===== src/rtl/cwf_reorder.sv =====
module cwf_reorder #(
  parameter int ADDR_W     = 32,
  parameter int DATA_W     = 64,
  parameter int LINE_BYTES = 32,
  localparam int WORD_BYTES = DATA_W / 8,
  localparam int BYTES_W    = $clog2(WORD_BYTES) + 1
) (
  input  logic               clk,
  input  logic               rst_n,
  input  logic               req_valid,
  input  logic [ADDR_W-1:0]  req_addr,
  output logic               dn_valid,
  output logic [ADDR_W-1:0]  dn_addr,
  input  logic               ret_valid,
  input  logic [DATA_W-1:0]  ret_data,
  input  logic [BYTES_W-1:0] ret_bytes,
  output logic               out_valid,
  output logic [DATA_W-1:0]  out_data,
  output logic               out_last,
  output logic               out_err
);
  localparam int BEATS  = LINE_BYTES / WORD_BYTES;
  localparam int IDX_W  = $clog2(BEATS);
  localparam int OFF_W  = $clog2(LINE_BYTES);
  localparam int WOFF_W = $clog2(WORD_BYTES);
  localparam int CNT_W  = IDX_W + 1;

  logic              busy;
  logic [IDX_W-1:0]  crit;
  logic [IDX_W-1:0]  kcnt;
  logic [CNT_W-1:0]  wcnt;
  logic [DATA_W-1:0] line_q [BEATS];
  logic [IDX_W-1:0]  want;
  logic              ret_ok;
  logic              beat_rdy;
  logic              unused_low;

  assign unused_low = ^req_addr[WOFF_W-1:0];
  assign dn_valid   = req_valid && !busy;
  assign dn_addr    = {req_addr[ADDR_W-1:OFF_W], {OFF_W{1'b0}}};
  assign want       = crit + kcnt;
  assign ret_ok     = ret_valid && (ret_bytes == BYTES_W'(WORD_BYTES));
  assign beat_rdy   = busy && ({1'b0, want} < wcnt);

  always_ff @(posedge clk) begin
    if (busy && !(ret_valid && !ret_ok) && ret_ok && wcnt < CNT_W'(BEATS))
      line_q[wcnt[IDX_W-1:0]] <= ret_data;
  end

  always_ff @(posedge clk or negedge rst_n) begin
    if (!rst_n) begin
      busy      <= 1'b0;
      crit      <= '0;
      kcnt      <= '0;
      wcnt      <= '0;
      out_valid <= 1'b0;
      out_data  <= '0;
      out_last  <= 1'b0;
      out_err   <= 1'b0;
    end else begin
      out_valid <= 1'b0;
      out_last  <= 1'b0;
      out_err   <= 1'b0;
      if (!busy) begin
        if (req_valid) begin
          busy <= 1'b1;
          crit <= req_addr[OFF_W-1:WOFF_W];
          kcnt <= '0;
          wcnt <= '0;
        end
      end else if (ret_valid && !ret_ok) begin
        out_err <= 1'b1;
        busy    <= 1'b0;
        wcnt    <= '0;
      end else begin
        if (ret_ok && wcnt < CNT_W'(BEATS))
          wcnt <= wcnt + 1'b1;
        if (beat_rdy) begin
          out_valid <= 1'b1;
          out_data  <= line_q[want];
          kcnt      <= kcnt + 1'b1;
          if (kcnt == IDX_W'(BEATS - 1)) begin
            out_last <= 1'b1;
            busy     <= 1'b0;
          end
        end
      end
    end
  end

  a_r5_last_frees: assert property (@(posedge clk) disable iff (!rst_n)
    out_last |-> out_valid && !busy);
  a_r6_err_alone: assert property (@(posedge clk) disable iff (!rst_n)
    out_err |-> !out_valid && !busy);
  a_r2_accept_starts: assert property (@(posedge clk) disable iff (!rst_n)
    dn_valid |=> busy);
  a_r7_idle_quiet: assert property (@(posedge clk) disable iff (!rst_n)
    (!busy && !$past(busy)) |-> !out_valid);
  a_r4_word_held: assert property (@(posedge clk) disable iff (!rst_n)
    out_valid |-> $past(wcnt) != '0);

endmodule


===== config.mk =====
export PLATFORM = sky130hd
export DESIGN_NAME = cwf_reorder
export DESIGN_NICKNAME = d
export VERILOG_FILES = /design/src/rtl/cwf_reorder.sv
export SDC_FILE = /design/constraint.sdc
export NUM_CORES = 1
export LEC_CHECK = 0
export BUFFER_PORTS_ARGS = -buffer_cell sky130_fd_sc_hd__buf_2
export CORE_MARGIN = 2
export CORE_UTILIZATION = 50
export CTS_CLUSTER_DIAMETER = 30
export DETAILED_ROUTE_END_ITERATION = 8
export GPL_ROUTABILITY_DRIVEN = 0
export GPL_TIMING_DRIVEN = 0
export MAX_ROUTING_LAYER = met4
export PLACE_DENSITY_LB_ADDON = 0.12
export SLEW_MARGIN = 10
export SYNTH_ARGS = -nofsm -noshare
export SYNTH_HDL_FRONTEND = slang
export SYNTH_SLANG_ARGS = --single-unit

===== constraint.sdc =====
create_clock -name clk -period 3.2 [get_ports clk]
set_clock_uncertainty 0.15 [all_clocks]
set_input_delay 0.16 -clock clk [delete_from_list [all_inputs] [get_ports clk]]
set_output_delay 0.16 -clock clk [all_outputs]
set_load 0.02 [all_outputs]

* Word-level counts from Yosys, hierarchy flattened
Memories as Yosys holds them, arrays and structs flattened. A register that Yosys moved wholly into a read port is not among the register bits. Cells that the tools add are included.
Word-level totals: logic and storage cells 61, memory bits (writable) 256, memories kept 1, bits in registers 11, input bits 104
Memory list:
- line_q | words 4, bits a word 64, read ports 1, clocked after memory_dff 1, wr ports 1, line 32 | logic [DATA_W-1:0] line_q [BEATS];
Cells by class: reductions and logical operators 17, bitwise logic cells 2, add/sub/neg operators 3, $lt $le $gt $ge 2, equality and inequality tests 5, multiplexer cells 24
Operators by type and width (count):
- $mux 1 | 16
- $mux 3 | 4
- $logic_and 1x1->1 | 8
- $mux 2 | 4
- $reduce_and 3->1 | 2
- $eq 4x4->1 const B | 1
- $logic_not 1->1 | 4
- $reduce_and 2->1 | 2
- $add 3x1->3 const B | 1
- $lt 2x3->1 | 1
- $lt 3x3->1 const B | 1
- $ne 3x1->1 const B | 1
- $add 2x1->2 const B | 1
- $add 2x2->2 | 1
- $eq 2x2->1 const B | 1
- $ne 2x1->1 const B | 1
- $ne 2x2->1 const B | 1
- $not 1->1 | 2
- $reduce_bool 2->1 | 1

* Longest topological paths before layout
depth in word-level cells 10, depth in mapped cells 12, mapped depth without buffers 8

* Least setup slack after synthesis
Ideal clock, no wire load.
path kind input port to flip-flop, from in ret_bytes[1], to mem line_q[3][0] (enable), library setup time 0.429 ns, stages 3, data required time 2.621 ns, arrival 2.357 ns, path slack 0.264 ns, path buffers 0, cells stage by stage nor4b_4 -> nor3b_2 -> and2_1
Between the ends: word-level cells in the longest chain between the ends 10
RTL lines:
- start, declared | line 16 | input logic [BYTES_W-1:0] ret_bytes,
- $eq 4x4->1 * | line 42 | assign ret_ok = ret_valid && (ret_bytes == BYTES_W'(WORD_BYTES));
- $logic_and 1x1->1 * | line 42
- $logic_not 1->1 | line 46 | if (busy && !(ret_valid && !ret_ok) && ret_ok && wcnt < CNT_W'(BEATS))
- $logic_and 1x1->1 | line 46
- $logic_not 1->1 | line 46
- $logic_and 1x1->1 | line 46
- $logic_and 1x1->1 * (2 in series) | line 46
- $mux 1 * | line 46
- $mux 1 (not written as such) * | line 47 | line_q[wcnt[IDX_W-1:0]] <= ret_data;
- end, declared | line 32
Every way passes the cells marked *; elsewhere a longest branch is shown, timed or not.

* Worst setup path after layout
from reg kcnt[0], to reg out_data[32] (read register of line_q)
Between the ends: word-level cells in the longest chain between the ends 4
RTL lines:
- start, declared | line 30 | logic [IDX_W-1:0] kcnt;
- start signal, assigned | line 81 | kcnt <= kcnt + 1'b1;
- $add 2x2->2 * | line 41 | assign want = crit + kcnt;
- $lt 2x3->1 | line 43 | assign beat_rdy = busy && ({1'b0, want} < wcnt);
- $logic_and 1x1->1 | line 43
- $reduce_and 3->1 (no line)
- end, declared | line 18 | output logic [DATA_W-1:0] out_data,
Marks and branches as above. A chain may end at the register's enable or synchronous reset.

==> qor.json <==
{
  "synth.cells.most_frequent": {"value": "edfxtp_1 (256), mux2i_1 (194), dfrtp_1 (75), buf_4 (38), mux2_4 (27)"},
  "final-hold-violation-count": {"value": 0},
  "vdd_ir_drop_max": {"value": 0.619, "unit": "mV"},
  "seq_area_frac_synth": {"value": 73.1, "unit": "%"},
  "max_clock_freq": {"value": 0.327, "unit": "GHz"},
  "clkLatencyLatePin": {"value": 550, "unit": "ps"},
  "layout-drive-gt1-share": {"value": 37.9, "unit": "%"},
  "drtPass1Iterations": {"value": 4},
  "tritoncts": {"value": "yes"},
  "synth-async-reset-ratio": {"value": 22.7, "unit": "%"},
  "design.portCount": {"value": 204},
  "critical-path-top-delay-family": {"value": "buffers and inverters"},
  "globalRouteTotalUtil": {"value": 20.6, "unit": "%"},
  "grt_overflow": {"value": 0},
  "synth_area_per_cell": {"value": 18.8, "unit": "sq um"},
  "post_route_minimum_period": {"value": 3060, "unit": "ps"},
  "largest_fanout_of_any_net_on_the_critical_path": {"value": 19},
  "syn_to_final_growth": {"value": 34.0, "unit": "%"},
  "reg2reg_depth": {"value": 11},
  "grt_start_max_net_pins": {"value": 40},
  "crit_path_cell_trace": {"value": "ha_1 -> xor2_1 -> xnor2_1 -> buf_6 -> inv_1 -> ha_1 -> a21oi_2 -> o21bai_4 -> buf_6 -> buf_6 -> mux2_4"},
  "drt_first_iter_violations": {"value": 374},
  "grt_setup_unrepaired": {"value": "no"},
  "worst_hold_slack": {"value": 31.9, "unit": "ps"},
  "vias": {"value": 7136},
  "routed_wire_length_per_instance": {"value": 19.2, "unit": "microns"},
  "finalSetupViolCount": {"value": 0},
  "regToRegEndpoint": {"value": "out_data[32]"},
  "synth_top_cells_by_area": {"value": "edfxtp_1 (59%), mux2i_1 (15%), dfrtp_1 (14%)"},
  "antennaDiodeCount": {"value": 0},
  "clock_tree.htree_level_count": {"value": 3},
  "worst_ep_arrival_time": {"value": 3340, "unit": "ps"},
  "outcome": {"value": "finished clean"},
  "min_path_type": {"value": "in2async"},
  "switching_power": {"value": 4950, "unit": "uW"},
  "hpwlAfterDp": {"value": 15800, "unit": "microns"},
  "clock_power_share": {"value": 41.2, "unit": "%"},
  "port-buffer-count": {"value": 168},
  "die_w": {"value": 166, "unit": "microns"},
  "syn_inst": {"value": 696},
  "ys_warn_count": {"value": 0},
  "std_cell_rows": {"value": 59},
  "core_area": {"value": 25900, "unit": "sq um"},
  "synth.ff_latch_count": {"value": 331},
  "synth_cell_type_count": {"value": 29},
  "finalWirelength": {"value": 27000, "unit": "microns"},
  "tritoncts.num_buffers": {"value": 67},
  "cts_clock_pin_slew_for_the_worst_setup_and_hold_paths": {"value": 50, "unit": "ps"},
  "seq_power_share": {"value": 32.1, "unit": "%"},
  "synthDominantCellAreaShare": {"value": 58.7, "unit": "%"},
  "netlist_area": {"value": 13100, "unit": "sq um"},
  "first_global_vias": {"value": 7886},
  "timing.rr.start": {"value": "kcnt[0]"},
  "clock_tree.buffer_depth": {"value": 3},
  "power_switching_share": {"value": 29.7, "unit": "%"},
  "count_of_clock_tree_sinks": {"value": 331},
  "die_y": {"value": 166, "unit": "microns"},
  "cpPeakStageDelay": {"value": 410, "unit": "ps"},
  "num-nets-final": {"value": 1126},
  "power.combinational.fraction": {"value": 26.7, "unit": "%"},
  "yosys.cell_count.top_type": {"value": "edfxtp_1"},
  "critPathCaptureType": {"value": "flop"},
  "setup.worst_path.class": {"value": "reg2reg"},
  "power.static_leakage": {"value": 0.00738, "unit": "uW"},
  "viasPerCell": {"value": 5.08},
  "timing_worst_slew_pin_value": {"value": 643, "unit": "ps"},
  "clockRootBuffer": {"value": "clkbuf_16"},
  "timing.reg2reg.setup_slack": {"value": 140, "unit": "ps"},
  "final_core_util": {"value": 67.7, "unit": "%"},
  "design.die.area": {"value": 27500, "unit": "sq um"},
  "netlist.top_cell.by_area": {"value": "edfxtp_1"},
  "antenna_found_initial": {"value": 0},
  "synth_flop_cell": {"value": "edfxtp_1"},
  "timing.critical_path.buf_inv": {"value": 4},
  "grt_pass1_wl": {"value": 42500, "unit": "microns"},
  "antenna_violating_nets_post_route": {"value": 0},
  "synth-edff-count": {"value": 256},
  "worst_ep_required_time": {"value": 3480, "unit": "ps"},
  "cap_viol_max_count": {"value": 0},
  "fin_crit_share": {"value": 95.6, "unit": "%"},
  "worstSetupStartpointType": {"value": "flop"},
  "cellPowerDensity": {"value": 950, "unit": "nW/um^2"},
  "internal_power": {"value": 11700, "unit": "uW"},
  "cpMaxStageDelayCell": {"value": "dfrtp_1"},
  "timing_max_transition_violations_final": {"value": 0},
  "detail_route.drc_violations": {"value": 0},
  "timing.critical_path.mode_cell": {"value": "buf_6"},
  "floorplan.initialDensity": {"value": 50.5, "unit": "%"},
  "slew-limit-headroom": {"value": 57.1, "unit": "%"}
}
cell usage in the layout, fill, tap and decap left out, drive strengths merged:
| cell | count |
|---|---|
| edfxtp | 256 |
| buf | 231 |
| mux2i | 194 |
| clkbuf | 84 |
| dfrtp | 75 |
| dlygate4sd3 | 74 |
| mux2 | 65 |
| inv | 19 |
| clkinv | 14 |
| nand2 | 10 |
| clkinvlp | 8 |
| ha | 7 |
| bufinv | 6 |
| conb | 5 |
| and2 | 4 |
| nand2b | 2 |
| nor2 | 2 |
| o21ai | 2 |
| a21oi | 2 |
| o21bai | 2 |
| nor4b | 1 |
| nor3b | 1 |
| xor2 | 1 |
| xnor2 | 1 |
| o21a | 1 |
| nor2b | 1 |
| a22o | 1 |
cell type report:
| cell class | instances | area (sq um) |
|---|---|---|
| Clock buffer | 83 | 1810 |
| Buffer | 59 | 415 |
| Inverter | 7 | 26.3 |
| Sequential cell | 331 | 9560 |
| Clock inverter | 40 | 470 |
| Timing Repair Buffer | 247 | 1720 |
| Tap cell | 335 | 419 |
| Multi-Input combinational cell | 302 | 3100 |
| Fill cell | 1789 | 8380 |
through the flow:
| stage | total power (uW) | cell area, sq um | worst slack (ps) | std cells | TNS, ps |
|---|---|---|---|---|---|
| 2_1_floorplan | 8560 | 13100 | 264 | 700 | 0 |
| 3_3_place_gp | 9710 | 14400 | -1340 | 1203 | -338550 |
| 3_5_place_dp | 9830 | 14500 | -135 | 1208 | -4620 |
| 4_1_cts | 16800 | 17500 | 92.4 | 1404 | 0 |
| 5_1_grt | 17400 | 17500 | 15.2 | 1404 | 0 |
| 6_report | 16700 | 17500 | 140 | 1404 | 0 |
flip-flops by register name (all words and copies together) (netlist names):
register,count
out_valid,1
out_err,1
out_last,1
line_q,256
out_data,64
kcnt,2
wcnt,3
busy,1
crit,2
worst max-delay path by stage:
| stage | from | to | cells after the start |
|---|---|---|---|
| CTS | kcnt[0] | out_data[13] | 11 |
| finish | kcnt[0] | out_data[32] | 11 |
| global placement | ret_bytes[1] | line_q[3][62] | 4 |
| floorplan | ret_bytes[1] | line_q[3][0] | 3 |
| global route | kcnt[0] | out_data[10] | 11 |
| detailed placement | kcnt[0] | out_data[18] | 12 |
logic make-up (layout without fill, tap and decap cells):
family                     count (synthesis)  count (layout)  share of synthesized area, %
xor gates and xnor gates                   2               2                         0.134
and+or+nand+nor                           21              21                         0.956
DFF                                      331             331                          73.1
buffers and inverters                     67             436                          3.40
adders and majority gates                  7               7                         0.669
AOI/OAI and AO/OA                          8               8                         0.507
other                                      1               5                        0.0287
muxes                                    259             259                          21.2
repair_timing:
item | in CTS | in global routing
setup buffers | 0 | 0
endpoints found under the hold margin | 339 | 0
endpoints found under the setup margin | 62 | 0
gates resized for setup | 2 | 0
hold buffers | 74 | 0
power by group through the flow:
stage	logic (uW)	clock network, uW	registers, uW
after floorplan	2670	0	5890
after global placement	4310	0	5400
after detailed placement	4420	0	5410
after CTS	4530	6970	5350
after global routing	4770	7220	5400
final	4450	6870	5340
per-layer routing:
layer / global-route usage, % / up-vias / share of wire [%]
li1: - / 3269 / -
met1: 23.2 / 3580 / 40
met2: 36.4 / 240 / 53
met3: 4.36 / 47 / 5.4
met4: 7.30 / 0 / 1.9
met5: - / - / 0
(Power assumes the default switching activity.)
